### src/rtl/csc_pkg.sv
package csc_pkg;

  localparam int NUM_CH  = 3;
  localparam int NUM_TAP = 3;

  typedef enum int {CH_Y = 0, CH_CB = 1, CH_CR = 2} chan_e;

  // Standard-definition matrix, Q9 (code / 512); tap 0 = R, 1 = G, 2 = B.
  function automatic int sd_q9(input int ch, input int tap);
    case (ch * NUM_TAP + tap)
      0:       return 153;
      1:       return 301;
      2:       return 58;
      3:       return -86;
      4:       return -170;
      5:       return 256;
      6:       return 256;
      7:       return -214;
      8:       return -42;
      default: return 0;
    endcase
  endfunction

endpackage

### src/rtl/csc_mtx_sel.sv
module csc_mtx_sel
  import csc_pkg::*;
#(
  parameter int COEF_W   = 10,
  parameter int LINE_W   = 11,
  parameter int HD_LINES = 720
) (
  input  logic [NUM_CH-1:0][NUM_TAP*COEF_W-1:0]         words_i,
  input  logic [LINE_W-1:0]                             lines_i,
  output logic [NUM_CH-1:0][NUM_TAP-1:0][COEF_W-1:0]    coef_o
);

  logic use_fixed;

  assign use_fixed = (lines_i < LINE_W'(HD_LINES));

  generate
    for (genvar ch = 0; ch < NUM_CH; ch++) begin : g_ch
      for (genvar tap = 0; tap < NUM_TAP; tap++) begin : g_tap
        // Fixed table is Q9; widen by left shift for wider coefficients.
        localparam logic [COEF_W-1:0] FIXED =
          COEF_W'(sd_q9(ch, tap) * (1 << (COEF_W - 10)));
        // R weight occupies the most significant field of the word.
        assign coef_o[ch][tap] = use_fixed ? FIXED
                               : words_i[ch][(NUM_TAP-1-tap)*COEF_W +: COEF_W];
      end
    end
  endgenerate

endmodule

### src/rtl/csc_row.sv
module csc_row
  import csc_pkg::*;
#(
  parameter int PIX_W  = 8,
  parameter int COEF_W = 10,
  parameter int SCL_W  = PIX_W + 1,
  parameter int ACC_W  = COEF_W + PIX_W + 3 + SCL_W + 1
) (
  input  logic                              clk,
  input  logic                              rst_n,
  input  logic                              en,
  input  logic [NUM_TAP-1:0][COEF_W-1:0]    coef_i,
  input  logic [NUM_TAP-1:0][PIX_W-1:0]     pix_i,
  input  logic [SCL_W-1:0]                  scale_i,
  output logic signed [ACC_W-1:0]           acc_o
);

  localparam int PROD_W = COEF_W + PIX_W + 1;
  localparam int SUM_W  = PROD_W + 2;

  logic signed [PROD_W-1:0] prod_d [NUM_TAP];
  logic signed [PROD_W-1:0] prod_q [NUM_TAP];
  logic        [SCL_W-1:0]  scale_q;
  logic signed [SUM_W-1:0]  sum_d;
  logic signed [ACC_W-1:0]  acc_d;
  logic signed [ACC_W-1:0]  acc_q;

  // Stage 1: signed coefficient times unsigned sample, exact.
  always_comb begin
    for (int t = 0; t < NUM_TAP; t++) begin
      prod_d[t] = $signed(coef_i[t]) * $signed({1'b0, pix_i[t]});
    end
  end

  // Stage 2: exact sum, then multiply by the range scale.
  always_comb begin
    sum_d = '0;
    for (int t = 0; t < NUM_TAP; t++) begin
      sum_d = sum_d + SUM_W'(prod_q[t]);
    end
    acc_d = ACC_W'(sum_d) * ACC_W'($signed({1'b0, scale_q}));
  end

  always_ff @(posedge clk) begin
    if (en) begin
      for (int t = 0; t < NUM_TAP; t++) begin
        prod_q[t] <= prod_d[t];
      end
      scale_q <= scale_i;
      acc_q   <= acc_d;
    end
  end

  assign acc_o = acc_q;

  AST_ZERO_SAMPLE: assert property (@(posedge clk) disable iff (!rst_n)
    (en && pix_i[0] == '0) |=> (prod_q[0] == '0));

endmodule

### src/rtl/csc_quant.sv
module csc_quant #(
  parameter int PIX_W = 8,
  parameter int ACC_W = 31,
  parameter int SHIFT = 17
) (
  input  logic                     clk,
  input  logic                     rst_n,
  input  logic                     en,
  input  logic signed [ACC_W-1:0]  acc_i,
  input  logic [PIX_W-1:0]         offset_i,
  output logic [PIX_W-1:0]         q_o
);

  localparam logic signed [ACC_W-1:0] HALF = ACC_W'(64'sd1 <<< (SHIFT - 1));
  localparam logic signed [ACC_W-1:0] TOP  = ACC_W'((1 << PIX_W) - 1);

  logic signed [ACC_W-1:0] rnd;
  logic signed [ACC_W-1:0] lvl;
  logic        [PIX_W-1:0] q_d;
  logic        [PIX_W-1:0] q_q;

  always_comb begin
    rnd = (acc_i + HALF) >>> SHIFT;
    lvl = rnd + ACC_W'($signed({1'b0, offset_i}));
    if (lvl < 0) begin
      q_d = '0;
    end else if (lvl > TOP) begin
      q_d = '1;
    end else begin
      q_d = lvl[PIX_W-1:0];
    end
  end

  always_ff @(posedge clk) begin
    if (en) begin
      q_q <= q_d;
    end
  end

  assign q_o = q_q;

  AST_NEUTRAL_LEVEL: assert property (@(posedge clk) disable iff (!rst_n)
    (en && acc_i == '0) |=> (q_q == $past(offset_i)));

  AST_NO_UNDERFLOW: assert property (@(posedge clk) disable iff (!rst_n)
    (en && (acc_i + HALF) < 0 && offset_i == '0) |=> (q_q == '0));

endmodule

### src/rtl/csc_rgb_ycc.sv
module csc_rgb_ycc
  import csc_pkg::*;
#(
  parameter int PIX_W    = 8,
  parameter int COEF_W   = 10,
  parameter int LINE_W   = 11,
  parameter int HD_LINES = 720
) (
  input  logic                        clk,
  input  logic                        rst_n,
  input  logic                        s_valid,
  output logic                        s_ready,
  input  logic [PIX_W-1:0]            s_red,
  input  logic [PIX_W-1:0]            s_green,
  input  logic [PIX_W-1:0]            s_blue,
  input  logic [NUM_TAP*COEF_W-1:0]   cfg_row_y,
  input  logic [NUM_TAP*COEF_W-1:0]   cfg_row_cb,
  input  logic [NUM_TAP*COEF_W-1:0]   cfg_row_cr,
  input  logic [LINE_W-1:0]           frame_lines,
  input  logic                        range_full,
  output logic                        m_valid,
  input  logic                        m_ready,
  output logic [PIX_W-1:0]            m_luma,
  output logic [PIX_W-1:0]            m_cb,
  output logic [PIX_W-1:0]            m_cr
);

  localparam int WORD_W     = NUM_TAP * COEF_W;
  localparam int PROD_W     = COEF_W + PIX_W + 1;
  localparam int SUM_W      = PROD_W + 2;
  localparam int SCL_W      = PIX_W + 1;
  localparam int ACC_W      = SUM_W + SCL_W + 1;
  localparam int SHIFT      = (COEF_W - 1) + PIX_W;
  localparam int PIX_MAX    = (1 << PIX_W) - 1;
  localparam int FULL_K     = 1 << PIX_W;
  localparam int Y_SPAN     = 219 << (PIX_W - 8);
  localparam int C_SPAN     = 224 << (PIX_W - 8);
  localparam int Y_K        = (Y_SPAN * 2 * FULL_K + PIX_MAX) / (2 * PIX_MAX);
  localparam int C_K        = (C_SPAN * 2 * FULL_K + PIX_MAX) / (2 * PIX_MAX);
  localparam int Y_FLOOR    = 16 << (PIX_W - 8);
  localparam int C_MID      = 1 << (PIX_W - 1);

  logic                                     en;
  logic                                     v1_d, v2_d, v3_d;
  logic                                     v1_q, v2_q, v3_q;
  logic                                     rng1_q, rng2_q;
  logic [NUM_CH-1:0][WORD_W-1:0]            words;
  logic [NUM_CH-1:0][NUM_TAP-1:0][COEF_W-1:0] coef;
  logic [NUM_TAP-1:0][PIX_W-1:0]            pix;
  logic [SCL_W-1:0]                         scale_sel [NUM_CH];
  logic [PIX_W-1:0]                         offs      [NUM_CH];
  logic signed [ACC_W-1:0]                  acc       [NUM_CH];
  logic [PIX_W-1:0]                         res       [NUM_CH];

  // Global stall: every stage moves together, bubbles fill an empty output.
  assign en      = m_ready | ~v3_q;
  assign s_ready = en;

  assign words[CH_Y]  = cfg_row_y;
  assign words[CH_CB] = cfg_row_cb;
  assign words[CH_CR] = cfg_row_cr;
  assign pix[0]       = s_red;
  assign pix[1]       = s_green;
  assign pix[2]       = s_blue;

  always_comb begin
    v1_d = v1_q;
    v2_d = v2_q;
    v3_d = v3_q;
    if (en) begin
      v1_d = s_valid;
      v2_d = v1_q;
      v3_d = v2_q;
    end
  end

  always_ff @(posedge clk or negedge rst_n) begin
    if (!rst_n) begin
      v1_q <= 1'b0;
      v2_q <= 1'b0;
      v3_q <= 1'b0;
    end else begin
      v1_q <= v1_d;
      v2_q <= v2_d;
      v3_q <= v3_d;
    end
  end

  always_ff @(posedge clk) begin
    if (en) begin
      rng1_q <= range_full;
      rng2_q <= rng1_q;
    end
  end

  csc_mtx_sel #(
    .COEF_W   (COEF_W),
    .LINE_W   (LINE_W),
    .HD_LINES (HD_LINES)
  ) u_sel (
    .words_i (words),
    .lines_i (frame_lines),
    .coef_o  (coef)
  );

  generate
    for (genvar ch = 0; ch < NUM_CH; ch++) begin : g_comp
      if (ch == int'(CH_Y)) begin : g_luma
        assign scale_sel[ch] = range_full ? SCL_W'(FULL_K) : SCL_W'(Y_K);
        assign offs[ch]      = rng2_q ? '0 : PIX_W'(Y_FLOOR);
      end else begin : g_chroma
        assign scale_sel[ch] = range_full ? SCL_W'(FULL_K) : SCL_W'(C_K);
        assign offs[ch]      = PIX_W'(C_MID);
      end

      csc_row #(
        .PIX_W  (PIX_W),
        .COEF_W (COEF_W),
        .SCL_W  (SCL_W),
        .ACC_W  (ACC_W)
      ) u_row (
        .clk     (clk),
        .rst_n   (rst_n),
        .en      (en),
        .coef_i  (coef[ch]),
        .pix_i   (pix),
        .scale_i (scale_sel[ch]),
        .acc_o   (acc[ch])
      );

      csc_quant #(
        .PIX_W (PIX_W),
        .ACC_W (ACC_W),
        .SHIFT (SHIFT)
      ) u_quant (
        .clk      (clk),
        .rst_n    (rst_n),
        .en       (en),
        .acc_i    (acc[ch]),
        .offset_i (offs[ch]),
        .q_o      (res[ch])
      );
    end
  endgenerate

  assign m_valid = v3_q;
  assign m_luma  = res[CH_Y];
  assign m_cb    = res[CH_CB];
  assign m_cr    = res[CH_CR];

  AST_STALL_HOLD: assert property (@(posedge clk) disable iff (!rst_n)
    (m_valid && !m_ready) |=> (m_valid && $stable(m_luma) && $stable(m_cb)
                               && $stable(m_cr)));

  AST_OUT_FROM_STAGE2: assert property (@(posedge clk) disable iff (!rst_n)
    $rose(m_valid) |-> $past(v2_q));

  AST_STAGE2_FROM_STAGE1: assert property (@(posedge clk) disable iff (!rst_n)
    $rose(v2_q) |-> $past(v1_q));

endmodule

### config.mk
export PLATFORM = sky130hd
export DESIGN_NAME = csc_rgb_ycc
export DESIGN_NICKNAME = d
export VERILOG_FILES = /design/src/rtl/csc_pkg.sv /design/src/rtl/csc_mtx_sel.sv /design/src/rtl/csc_row.sv /design/src/rtl/csc_quant.sv /design/src/rtl/csc_rgb_ycc.sv
export SDC_FILE = /design/constraint.sdc
export NUM_CORES = 2
export LEC_CHECK = 0
export ABC_AREA = 1
export ABC_CLOCK_PERIOD_IN_PS = 13100
export BUFFER_PORTS_ARGS = -buffer_cell sky130_fd_sc_hd__buf_2
export CELL_PAD_IN_SITES_DETAIL_PLACEMENT = 0
export CELL_PAD_IN_SITES_GLOBAL_PLACEMENT = 1
export CORE_MARGIN = 8
export CORE_UTILIZATION = 55
export CTS_CLUSTER_DIAMETER = 100
export DETAILED_ROUTE_END_ITERATION = 8
export PLACE_DENSITY = 0.95
export REMOVE_ABC_BUFFERS = 1
export SYNTH_ARGS = -nofsm -noshare
export SYNTH_HDL_FRONTEND = slang
export SYNTH_SLANG_ARGS = --single-unit
### constraint.sdc
create_clock -name clk -period 13.1 [get_ports clk]
set_input_delay 0 -clock clk [delete_from_list [all_inputs] [get_ports clk]]
set_output_delay 0 -clock clk [all_outputs]
set_load 0.01 [all_outputs]
==> results.sh <==
export IMPL_cp_max_fo=5
export IMPL_synth_distinct_cells=50
export IMPL_wire_per_inst_um=16.2
export IMPL_synth_edf_count=243
export IMPL_viasPerCell=5.24
export IMPL_dr_pass1_iters=6
export IMPL_status="finished clean"
export IMPL_clockBufferDepth=3
export IMPL_period_share_pct=54.4
export IMPL_slew_viol_final=0
export IMPL_start_util_pct=55.3
export IMPL_yosys_area_top_type="fa_1"
export IMPL_vias=40503
export IMPL_syn_inst=6307
export IMPL_dp_hpwl_um=107000
export IMPL_clock_skew_ns=0.0363
export IMPL_die_area_um2=107000
export IMPL_grt_usage_pct=23.8
export IMPL_htree_levels=1
export IMPL_port_buffers=151
export IMPL_grt_pass1_vias=42892
export IMPL_worst_slew_pin_slew_ns=1.20
export IMPL_synthFlopType="edfxtp_1"
export IMPL_synth_common_cells="1537 x inv_1, 923 x nand2_1, 849 x fa_1"
export IMPL_grt_pass1_wl_um=210000
export IMPL_startpoint_type="register"
export IMPL_min_path_type="in2reg"
export IMPL_post_route_drc_count=0
export IMPL_syn_to_final_growth_pct=5.95
export IMPL_async_flop_share_pct=1.22
export IMPL_clk_latency_ns=0.61
export IMPL_cts_root_buf="clkbuf_16"
export IMPL_ys_ff_latch=246
export IMPL_avgSynthCellArea_um2=8.42
export IMPL_netlist_area_um2=53100
export IMPL_gp_congestion=0.910
export IMPL_rsz0062_at_grt="no"
export IMPL_post_route_min_period_ns=7.13
export IMPL_cts_sinks=246
export IMPL_maxCapViolCount=0
export IMPL_num_rows=114
export IMPL_drtIter0Drc=2522
export IMPL_nets=8120
export IMPL_grt_max_degree=82
export IMPL_hold_violations=0
export IMPL_worst_endpoint_arrival_ns=7.45
export IMPL_cts_setup_buffers=0
export IMPL_rr_worst_depth=26
export IMPL_fmax_mhz=140
export IMPL_yosys_warnings=0
export IMPL_pin_count=156
export IMPL_drive_gt1_share_pct=4.12
export IMPL_cts_hold_buf=10
export IMPL_critPathRequiredTime_ns=13.42
export IMPL_ant_nets=0
export IMPL_synth_area_leaders="fa_1 32%, ha_1 17%, edfxtp_1 14%"
export IMPL_setup_viol=0
export IMPL_yosysTopAreaCellShare_pct=32.0
export IMPL_fill_cells=8552
export IMPL_cts_tree="built"
export IMPL_core_um2=96100
export IMPL_setup_tns_ns=0
export IMPL_hold_path_cell_count=4
export IMPL_synth_seq_area_share_pct=13.9
export IMPL_wl_um=125000
export IMPL_critPathKind="reg2reg"
export IMPL_cp_end_kind="register"
export IMPL_yosysMostFrequentCell="inv_1"
export IMPL_dieHeight_um=327
export IMPL_cts_buffers_inserted=29
export IMPL_cts_resized=0
export IMPL_dieWidth_um=327
export IMPL_clk_pin_slew_ns=0.06
export IMPL_max_slew_margin_pct=19.8
export IMPL_gr_total_overflow=0
export IMPL_antenna_found_initial=4
[kinds of logic (layout without fill, tap and decap cells)]
family / count (synthesis) / count (layout) / synth area share (%)
XOR/XNOR: 270 / 270 / 4.47
other: 0 / 2 / 0
adder cells (fa/ha/maj): 1560 / 1560 / 48.7
flip-flops: 246 / 246 / 13.9
AND/OR/NAND/NOR: 2069 / 2069 / 15.8
multiplexers: 1 / 1 / 0.0212
buffers and inverters: 1636 / 1780 / 11.6
AO/OA/AOI/OAI: 525 / 525 / 5.46
[flip-flops by register name, indices dropped and copies added, names as in the netlist]
signal	cells
v1_q	1
g_comp.u_row.acc_o	45
g_comp.u_quant.q_o	24
g_comp.u_row.scale_q	2
g_comp.u_row.prod_q	171
v2_q	1
rng2_q	1
m_valid	1
[cells in the final DEF, fill, tap and decap left out, types with 9 or more instances in the layout]
| cell | instances |
|---|---|
| fa_1 | 849 |
| o21ai_0 | 134 |
| inv_2 | 9 |
| nor2_2 | 10 |
| nand2_2 | 12 |
| a21boi_0 | 10 |
| nand2_1 | 922 |
| dlygate4sd3_1 | 10 |
| xor2_1 | 156 |
| clkinv_1 | 12 |
| a21o_1 | 19 |
| o21bai_1 | 18 |
| a21oi_1 | 292 |
| nor3_1 | 37 |
| o31ai_1 | 12 |
| nand4_1 | 41 |
| edfxtp_1 | 243 |
| nand3_1 | 180 |
| ha_1 | 711 |
| nor2_4 | 10 |
| xnor2_1 | 113 |
| clkbuf_16 | 29 |
| buf_2 | 151 |
| nor4_1 | 12 |
| inv_1 | 1537 |
| nor2_1 | 819 |
| buf_4 | 13 |
[through the flow]
stage	utilization [%]	instance area [µm²]	cells	hold WS [ns]	setup slack [ns]
3_5_place_dp	57.5	55300	7665	-0.199	6.04
6_report	58.5	56300	7729	0.0530	5.97
3_3_place_gp	57.5	55300	7665	-0.203	6.10
2_1_floorplan	-	52800	6225	-0.296	6.55
4_1_cts	58.5	56300	7727	0.0163	5.99
5_1_grt	58.5	56300	7728	0.0730	5.56
[routing by layer]
metal  global-route usage, %  part of all wire (%)
met5                       0                 0.017
met4                    9.33                   4.5
met3                    2.96                   6.1
met2                    40.1                    46
met1                    31.3                    43
[path summary, 6_finish.rpt]
kind                                               start  slack [ns]                            to
setup / recovery           g_comp[0].u_row.prod_q[0][20]        5.97     g_comp[0].u_row.acc_o[28]
hold / removal                            cfg_row_cb[21]        0.05  g_comp[1].u_row.prod_q[0][1]
setup reg to reg           g_comp[0].u_row.prod_q[0][20]        5.97     g_comp[0].u_row.acc_o[28]
hold reg to reg                                     v2_q        0.46                       m_valid
max in group asynchronous                          rst_n       12.67                          v1_q
min in group asynchronous                          rst_n        0.29                       m_valid
[worst max-delay path, cell delays in order, from the launching register on]
cell,delay (ns)
edfxtp_1,0.44
fa_1,0.48
ha_1,0.25
fa_1,0.50
nand3_1,0.11
nand2_1,0.08
a21boi_0,0.38
o21ai_0,0.25
a21oi_1,0.22
xor2_1,0.32
nor2_1,0.19
ha_1,0.34
inv_1,0.06
fa_1,0.50
inv_1,0.05
fa_1,0.55
fa_1,0.42
ha_1,0.29
ha_1,0.35
nand2_1,0.14
nor2_1,0.12
inv_1,0.05
nor3_1,0.23
nand3_1,0.12
nand3_1,0.18
a21oi_1,0.10
xor2_1,0.15
[final cells by class]
| class | instances | area, µm² | share of cell area [%] |
|---|---|---|---|
| well taps | 1276 | 1600 | 2.84 |
| clock buffers | 32 | 737 | 1.31 |
| diodes | 2 | 5.00 | 0.00889 |
| repair buffers | 174 | 953 | 1.69 |
| flip-flops and latches | 246 | 7370 | 13.1 |
| multi-input cells | 4425 | 39600 | 70.4 |
| inverters | 1554 | 5830 | 10.4 |
| clock inverters | 20 | 165 | 0.293 |
Power is left out: the tool's default activity adds up to more than one toggle a clock period on the data nets, which glitch-free logic cannot reach.
